<file path="config.mk">
export PLATFORM = sky130hd
export DESIGN_NAME = mxdp_dot
export DESIGN_NICKNAME = d
export VERILOG_FILES = /design/src/rtl/mxdp_pkg.sv /design/src/rtl/mxdp_elem_mul.sv /design/src/rtl/mxdp_pair_tree.sv /design/src/rtl/mxdp_dot.sv
export SDC_FILE = /design/constraint.sdc
export NUM_CORES = 2
export LEC_CHECK = 0
export BUFFER_PORTS_ARGS = -buffer_cell sky130_fd_sc_hd__buf_2
export CORE_AREA = 2 2 461 463
export DETAILED_ROUTE_END_ITERATION = 12
export DIE_AREA = 0 0 463 465
export SLEW_MARGIN = 10
export SYNTH_ARGS = -nofsm -noshare
export SYNTH_HDL_FRONTEND = slang
export SYNTH_SLANG_ARGS = --single-unit
</file>
<file path="constraint.sdc">
create_clock -name clk -period 17.15 [get_ports clk]
set_clock_uncertainty 0.05 [all_clocks]
set_input_delay 0.8575 -clock clk [delete_from_list [all_inputs] [get_ports clk]]
set_output_delay 0.8575 -clock clk [all_outputs]
set_load 0.02 [all_outputs]
</file>
<file path="src/rtl/mxdp_pkg.sv">
package mxdp_pkg;

    localparam int unsigned MX_N_ELEM = 16;
    localparam int unsigned MX_EXP_W  = 8;
    localparam int unsigned MX_MAX_M  = 7;
    localparam int unsigned MX_MID_M  = 4;
    localparam int unsigned MX_LOW_M  = 2;

    typedef enum logic [1:0] {
        FMT_WIDE  = 2'd0,
        FMT_MID   = 2'd1,
        FMT_NARROW = 2'd2,
        FMT_WIDE_ALT = 2'd3
    } mx_fmt_e;

endpackage

</file>
<file path="src/rtl/mxdp_elem_mul.sv">
module mxdp_elem_mul #(
    parameter int unsigned MAX_M = 7
) (
    input  logic [MAX_M:0]       a_elem,
    input  logic [MAX_M:0]       b_elem,
    input  logic [MAX_M-1:0]     mag_mask,
    output logic [2*MAX_M:0]     prod
);
    localparam int unsigned MAG_W = 2 * MAX_M;

    logic [MAX_M-1:0] mag_a;
    logic [MAX_M-1:0] mag_b;
    logic [MAG_W-1:0] mag_p;
    logic             neg;

    always_comb begin
        mag_a = a_elem[MAX_M-1:0] & mag_mask;
        mag_b = b_elem[MAX_M-1:0] & mag_mask;
        mag_p = MAG_W'(mag_a) * MAG_W'(mag_b);
        neg   = a_elem[MAX_M] ^ b_elem[MAX_M];
        prod  = neg ? (~{1'b0, mag_p} + 1'b1) : {1'b0, mag_p};
    end

endmodule

</file>
<file path="src/rtl/mxdp_pair_tree.sv">
module mxdp_pair_tree #(
    parameter int unsigned N_ELEM = 16,
    parameter int unsigned MAX_M  = 7
) (
    input  logic [N_ELEM*(2*MAX_M+1)-1:0] prod_flat,
    input  logic [N_ELEM-1:0]             shift_flat,
    output logic signed [2*MAX_M+7:0]     acc
);
    localparam int unsigned PROD_W = 2 * MAX_M + 1;
    localparam int unsigned ACC_W  = 2 * MAX_M + 8;
    localparam int unsigned PAIRS  = N_ELEM / 2;

    logic signed [ACC_W-1:0] terms [PAIRS];

    for (genvar p = 0; p < PAIRS; p++) begin : g_pair
        logic signed [PROD_W-1:0] pa;
        logic signed [PROD_W-1:0] pb;
        logic signed [ACC_W-1:0]  psum;
        logic [1:0]               sh;

        assign pa   = $signed(prod_flat[(2*p)*PROD_W +: PROD_W]);
        assign pb   = $signed(prod_flat[(2*p+1)*PROD_W +: PROD_W]);
        assign psum = ACC_W'(pa) + ACC_W'(pb);
        assign sh   = shift_flat[2*p +: 2];

        always_comb begin
            case (sh)
                2'd0:    terms[p] = psum <<< 2;
                2'd1:    terms[p] = psum <<< 1;
                default: terms[p] = psum;
            endcase
        end
    end

    always_comb begin
        acc = '0;
        for (int p = 0; p < PAIRS; p++) begin
            acc = acc + terms[p];
        end
    end

endmodule

</file>
<file path="src/rtl/mxdp_dot.sv">
module mxdp_dot
    import mxdp_pkg::*;
#(
    parameter int unsigned N_ELEM = MX_N_ELEM,
    parameter int unsigned EXP_W  = MX_EXP_W,
    parameter int unsigned MAX_M  = MX_MAX_M,
    parameter int unsigned MID_M  = MX_MID_M,
    parameter int unsigned LOW_M  = MX_LOW_M
) (
    input  logic                          clk,
    input  logic                          rst_n,
    input  logic                          in_valid,
    input  logic [1:0]                    fmt_sel,
    input  logic [EXP_W-1:0]              a_exp,
    input  logic [N_ELEM/2-1:0]           a_micro,
    input  logic [N_ELEM*(MAX_M+1)-1:0]   a_elems,
    input  logic [EXP_W-1:0]              b_exp,
    input  logic [N_ELEM/2-1:0]           b_micro,
    input  logic [N_ELEM*(MAX_M+1)-1:0]   b_elems,
    output logic                          out_valid,
    output logic signed [2*MAX_M+7:0]     out_sum,
    output logic [EXP_W:0]                out_exp
);
    localparam int unsigned ELEM_W = MAX_M + 1;
    localparam int unsigned PAIRS  = N_ELEM / 2;
    localparam int unsigned PROD_W = 2 * MAX_M + 1;
    localparam int unsigned ACC_W  = 2 * MAX_M + 8;

    typedef struct packed {
        logic                        s1_v;
        logic [N_ELEM*PROD_W-1:0]    s1_prod;
        logic [2*PAIRS-1:0]          s1_shift;
        logic [EXP_W:0]              s1_exp;
        logic                        s2_v;
        logic signed [ACC_W-1:0]     s2_sum;
        logic [EXP_W:0]              s2_exp;
    } pipe_t;

    pipe_t st_d;
    pipe_t st_q;

    logic [MAX_M-1:0]          mag_mask;
    logic [N_ELEM*PROD_W-1:0]  prod_flat;
    logic [2*PAIRS-1:0]        shift_flat;
    logic signed [ACC_W-1:0]   tree_acc;

    always_comb begin
        case (mx_fmt_e'(fmt_sel))
            FMT_MID:    mag_mask = {MAX_M{1'b1}} >> (MAX_M - MID_M);
            FMT_NARROW: mag_mask = {MAX_M{1'b1}} >> (MAX_M - LOW_M);
            default:    mag_mask = {MAX_M{1'b1}};
        endcase
    end

    for (genvar i = 0; i < N_ELEM; i++) begin : g_mul
        mxdp_elem_mul #(.MAX_M(MAX_M)) mul_i (
            .a_elem   (a_elems[i*ELEM_W +: ELEM_W]),
            .b_elem   (b_elems[i*ELEM_W +: ELEM_W]),
            .mag_mask (mag_mask),
            .prod     (prod_flat[i*PROD_W +: PROD_W])
        );
    end

    for (genvar p = 0; p < PAIRS; p++) begin : g_shift
        assign shift_flat[2*p +: 2] = {1'b0, a_micro[p]} + {1'b0, b_micro[p]};
    end

    mxdp_pair_tree #(.N_ELEM(N_ELEM), .MAX_M(MAX_M)) tree_i (
        .prod_flat  (st_q.s1_prod),
        .shift_flat (st_q.s1_shift),
        .acc        (tree_acc)
    );

    always_comb begin
        st_d      = st_q;
        st_d.s1_v = in_valid;
        if (in_valid) begin
            st_d.s1_prod  = prod_flat;
            st_d.s1_shift = shift_flat;
            st_d.s1_exp   = {1'b0, a_exp} + {1'b0, b_exp};
        end
        st_d.s2_v = st_q.s1_v;
        if (st_q.s1_v) begin
            st_d.s2_sum = tree_acc;
            st_d.s2_exp = st_q.s1_exp;
        end
    end

    always_ff @(posedge clk) begin
        if (!rst_n) begin
            st_q <= '0;
        end else begin
            st_q <= st_d;
        end
    end

    assign out_valid = st_q.s2_v;
    assign out_sum   = st_q.s2_sum;
    assign out_exp   = st_q.s2_exp;

endmodule


</file>
==> results.toml <==
[cts]
clock_latency_of_the_later_clocked_register_in_the_worst_skew_pair_ns = 0.61
post_cts_setup_buffer_count = 0
post_cts_hold_buffer_count = 0
cts.root.buffer_cell = "clkbuf_16"
cts.sinks = 298
cts.htree.levels = 2
clkTransAtPathRegs_ns = 0.06
cts_tree = "done"
post_cts_resize_count = 0
cts_buffers = 41
clock_tree.buffer_depth = 3

[power_and_ir_drop]
power.total_uw = 10880
vdd.ir_drop.worst_uv = 791.7
leakage_component_of_the_power_uw = 0.02809
power-per-cell-area_nw_per_um2 = 187.3

[yosys]
netlist.area_leader.share_pct = 19.31
yosys_warnings = 0
synth_top_cell_by_area = "fa_1"
edff_count_synth = 0
ys_dominant_reg_cell = "dfxtp_1"
ys_types = 96
netlist_top_cells_area = "fa_1 19%, ha_1 16%, dfxtp_1 11%, inv_1 5.6%, xnor2_1 4.3%"
syn_nets = 7890
syn-mean-instance-area_um2 = 8.176
share_of_the_yosys_chip_area_belonging_to_registers_pct = 11.39
netlist_area_before_placement_um2 = 52370
synth-async-reset-ratio_pct = 0
netlist_instances = 6405
yosys_register_bits = 298

[setup_path]
path_class = "in -> reg"
timing.critical_path.cells = "buf_2, inv_1, ha_4, nor2b_4, buf_4, buf_4, nand3_1, fa_1, fa_1, fa_1, inv_1, fa_1, ha_1, o21a_1, o31a_1, o21ai_1, a211o_1, mux2i_1, a2111oi_0, a41oi_1, xnor2_1, a22o_1"
critical_path.max_fanout = 74
critPathTopFamily = "adder cells"
worst-path-buf-inv = 5
ff_to_ff_start = "st_q[117]$_SDFFE_PN0P_"
timing.critical_path.mode_cell = "fa_1"
worstSetupPathDepth = 22
worst_setup_path_end_kind = "flop"
slowest_delay_ns = 0.81
critPathLaunch = "fmt_sel[0]"
minimum_setup_slack_among_reg_to_reg_paths_ns = 9.84
worstPathRequired_ns = 17.59
worstRegToRegCells = 26
critPathLaunchType = "primary input"
timing.critical_path.slowest_stage_cell = "a2111oi_0"
worstPathArrival_ns = 8.55
critical_path.reg2reg.endpoint = "out_sum[21]$_SDFFE_PN0P_"
setup.worst_path.end = "st_q[250]$_SDFFE_PN0P_"

[cells_and_area]
fill_cells = 22720
area_taken_by_multi_input_logic_gates_um2 = 42340
regArea_um2 = 5967
number_of_nets_in_the_layout = 8014
drive_above_1_share_pct = 7.316
synthToLayoutAreaGrowth_pct = 10.92

[die]
die_h_um = 465
core-area_um2 = 210800
die-width_um = 463
rows = 169
initial_utilization_pct = 24.84
ioPinCount = 325
floorplan.die_area_um2 = 215300

[grt]
grt_pass1_wl_um = 250000
groute.usage.overall_pct = 14.43
overflow = 0
via_count_of_the_first_global_routing_pass = 45270
grt_start_max_net_pins = 142
antenna_found_initial = 71

[placement]
gpl.final_weighted_congestion = 0.8824
pre_cts_ws_ns = 8.498
hpwl_um = 132200
io_buffer_count = 324

[sta]
finalSetupViolations = 0
grt_setup_unrepaired = "false"
worst_slew_margin_rel_pct = 28.02
final.period_utilization_pct = 47.32
tns_ns = 0
postLayoutSetupSlackWorst_ns = 9.034
timing.final.max_slew_violations = 0
report.final.hold_viol_count = 0
timing.fmax_mhz = 123.2
worst-slew-pin-transition_ns = 1.072
final_layout_worst_hold_slack_ns = 0.3991
fin_crit_ns = 8.116

[worst_hold_path]
worstHoldStart = "st_q[71]$_SDFFE_PN0P_"
timing.hold.worst.class = "reg -> reg"

[detailed_routing]
drt_iter0_drc = 2762
drt_wl_total_um = 159300
vias_per_cell = 4.834
routed-via-count = 45490
drt_pass1_iterations = 10
remaining_drc_errors = 0
ant_nets = 0
wire_per_inst_um = 16.92

[status]
run_status = "completed"

[job]
cap_viol_max_count = 0
-- cell usage in the layout, fill, tap and decap left out, types with 131 or more instances in the layout --
cell,instances
and3_1,220
nand3_1,416
a21oi_1,302
buf_2,323
ha_1,686
nor2_1,466
dfxtp_1,297
a211oi_1,131
xor2_1,218
fa_1,505
nand2_1,432
o21ai_0,266
xnor2_1,257
inv_1,785
-- power by group --
part	switching, µW	internal, µW
sequential	95.8	809
clock	359	517
combinational	5750	3350
-- stage by stage --
stage,utilization (%),cell area (µm²),std cells
floorplan,-,52370,6405
global placement,26.86,56630,9307
detailed placement,26.86,56630,9307
CTS,27.52,58010,9382
global route,27.55,58070,9407
finish,27.55,58080,9412
-- synthesized netlist by cell type (16+ instances only) --
master    instances
nand2_1         433
nor3_1           73
nand3b_1         33
o21a_1           57
ha_1            687
a21oi_1         302
inv_1           787
and3b_1          50
o31ai_1          42
buf_4            31
nand4_1          18
xnor2_1         257
o21ai_0         266
xor2_1          218
a311oi_1         39
and2_1           83
a31oi_1          37
mux2i_1         125
or3_1            51
a21o_1           75
nand3_1         416
o21bai_1         36
dfxtp_1         298
nand2b_1         29
and3_1          220
fa_1            505
a211oi_1        131
nor2b_1         102
clkbuf_1        221
o41ai_1          16
nor2_1          467
-- worst min-delay path, stage by stage (launching register included) --
cell and delay (ns):
dfxtp_1 0.31, nand2_1 0.05, nand2_1 0.04
-- layout make-up --
class,instances,share of cell area (%)
inverters,793,5.138
flip-flops and latches,298,10.27
clock buffers,58,2.034
repair buffers,346,3.115
multi-input cells,5049,72.90
diodes,30,0.1292
clock inverters,17,0.3382
well taps,2821,6.077
-- per-layer routing --
metal	global-route usage (%)	vias to the layer above	share of wire [%]
li1	-	22220	-
met1	18.61	21980	45
met2	23.66	943	45
met3	2.526	288	5.1
met4	6.110	64	4.4
met5	0	-	0.24
-- state kept, by name, summed over array words and instances, names as in the netlist --
signal,cells
st_d,1
out_valid,1
out_exp,9
st_q,265
out_sum,22
-- logic make-up (layout without fill, tap and decap cells) --
logic type	count (synthesis)	after routing	synth area share [%]
AO/OA/AOI/OAI	1186	1186	14.78
XOR/XNOR	475	475	7.945
adder cells (fa/ha/maj)	1192	1192	35.72
buffers and inverters	1058	1214	7.808
flip-flops	298	298	11.39
multiplexers	140	140	2.712
other	0	30	0
AND/OR/NAND/NOR	2056	2056	19.65
-- worst min path at each step --
stage | depth (start not counted) | slack [ns] | to
global placement | 2 | 0.39 | st_q[71]$_SDFFE_PN0P_
detailed placement | 2 | 0.40 | st_q[71]$_SDFFE_PN0P_
finish | 2 | 0.40 | st_q[71]$_SDFFE_PN0P_
floorplan | 2 | 0.37 | st_q[37]$_SDFFE_PN0P_
CTS | 2 | 0.41 | st_q[71]$_SDFFE_PN0P_
global route | 2 | 0.43 | st_q[115]$_SDFFE_PN0P_
(Power assumes the default switching activity.)
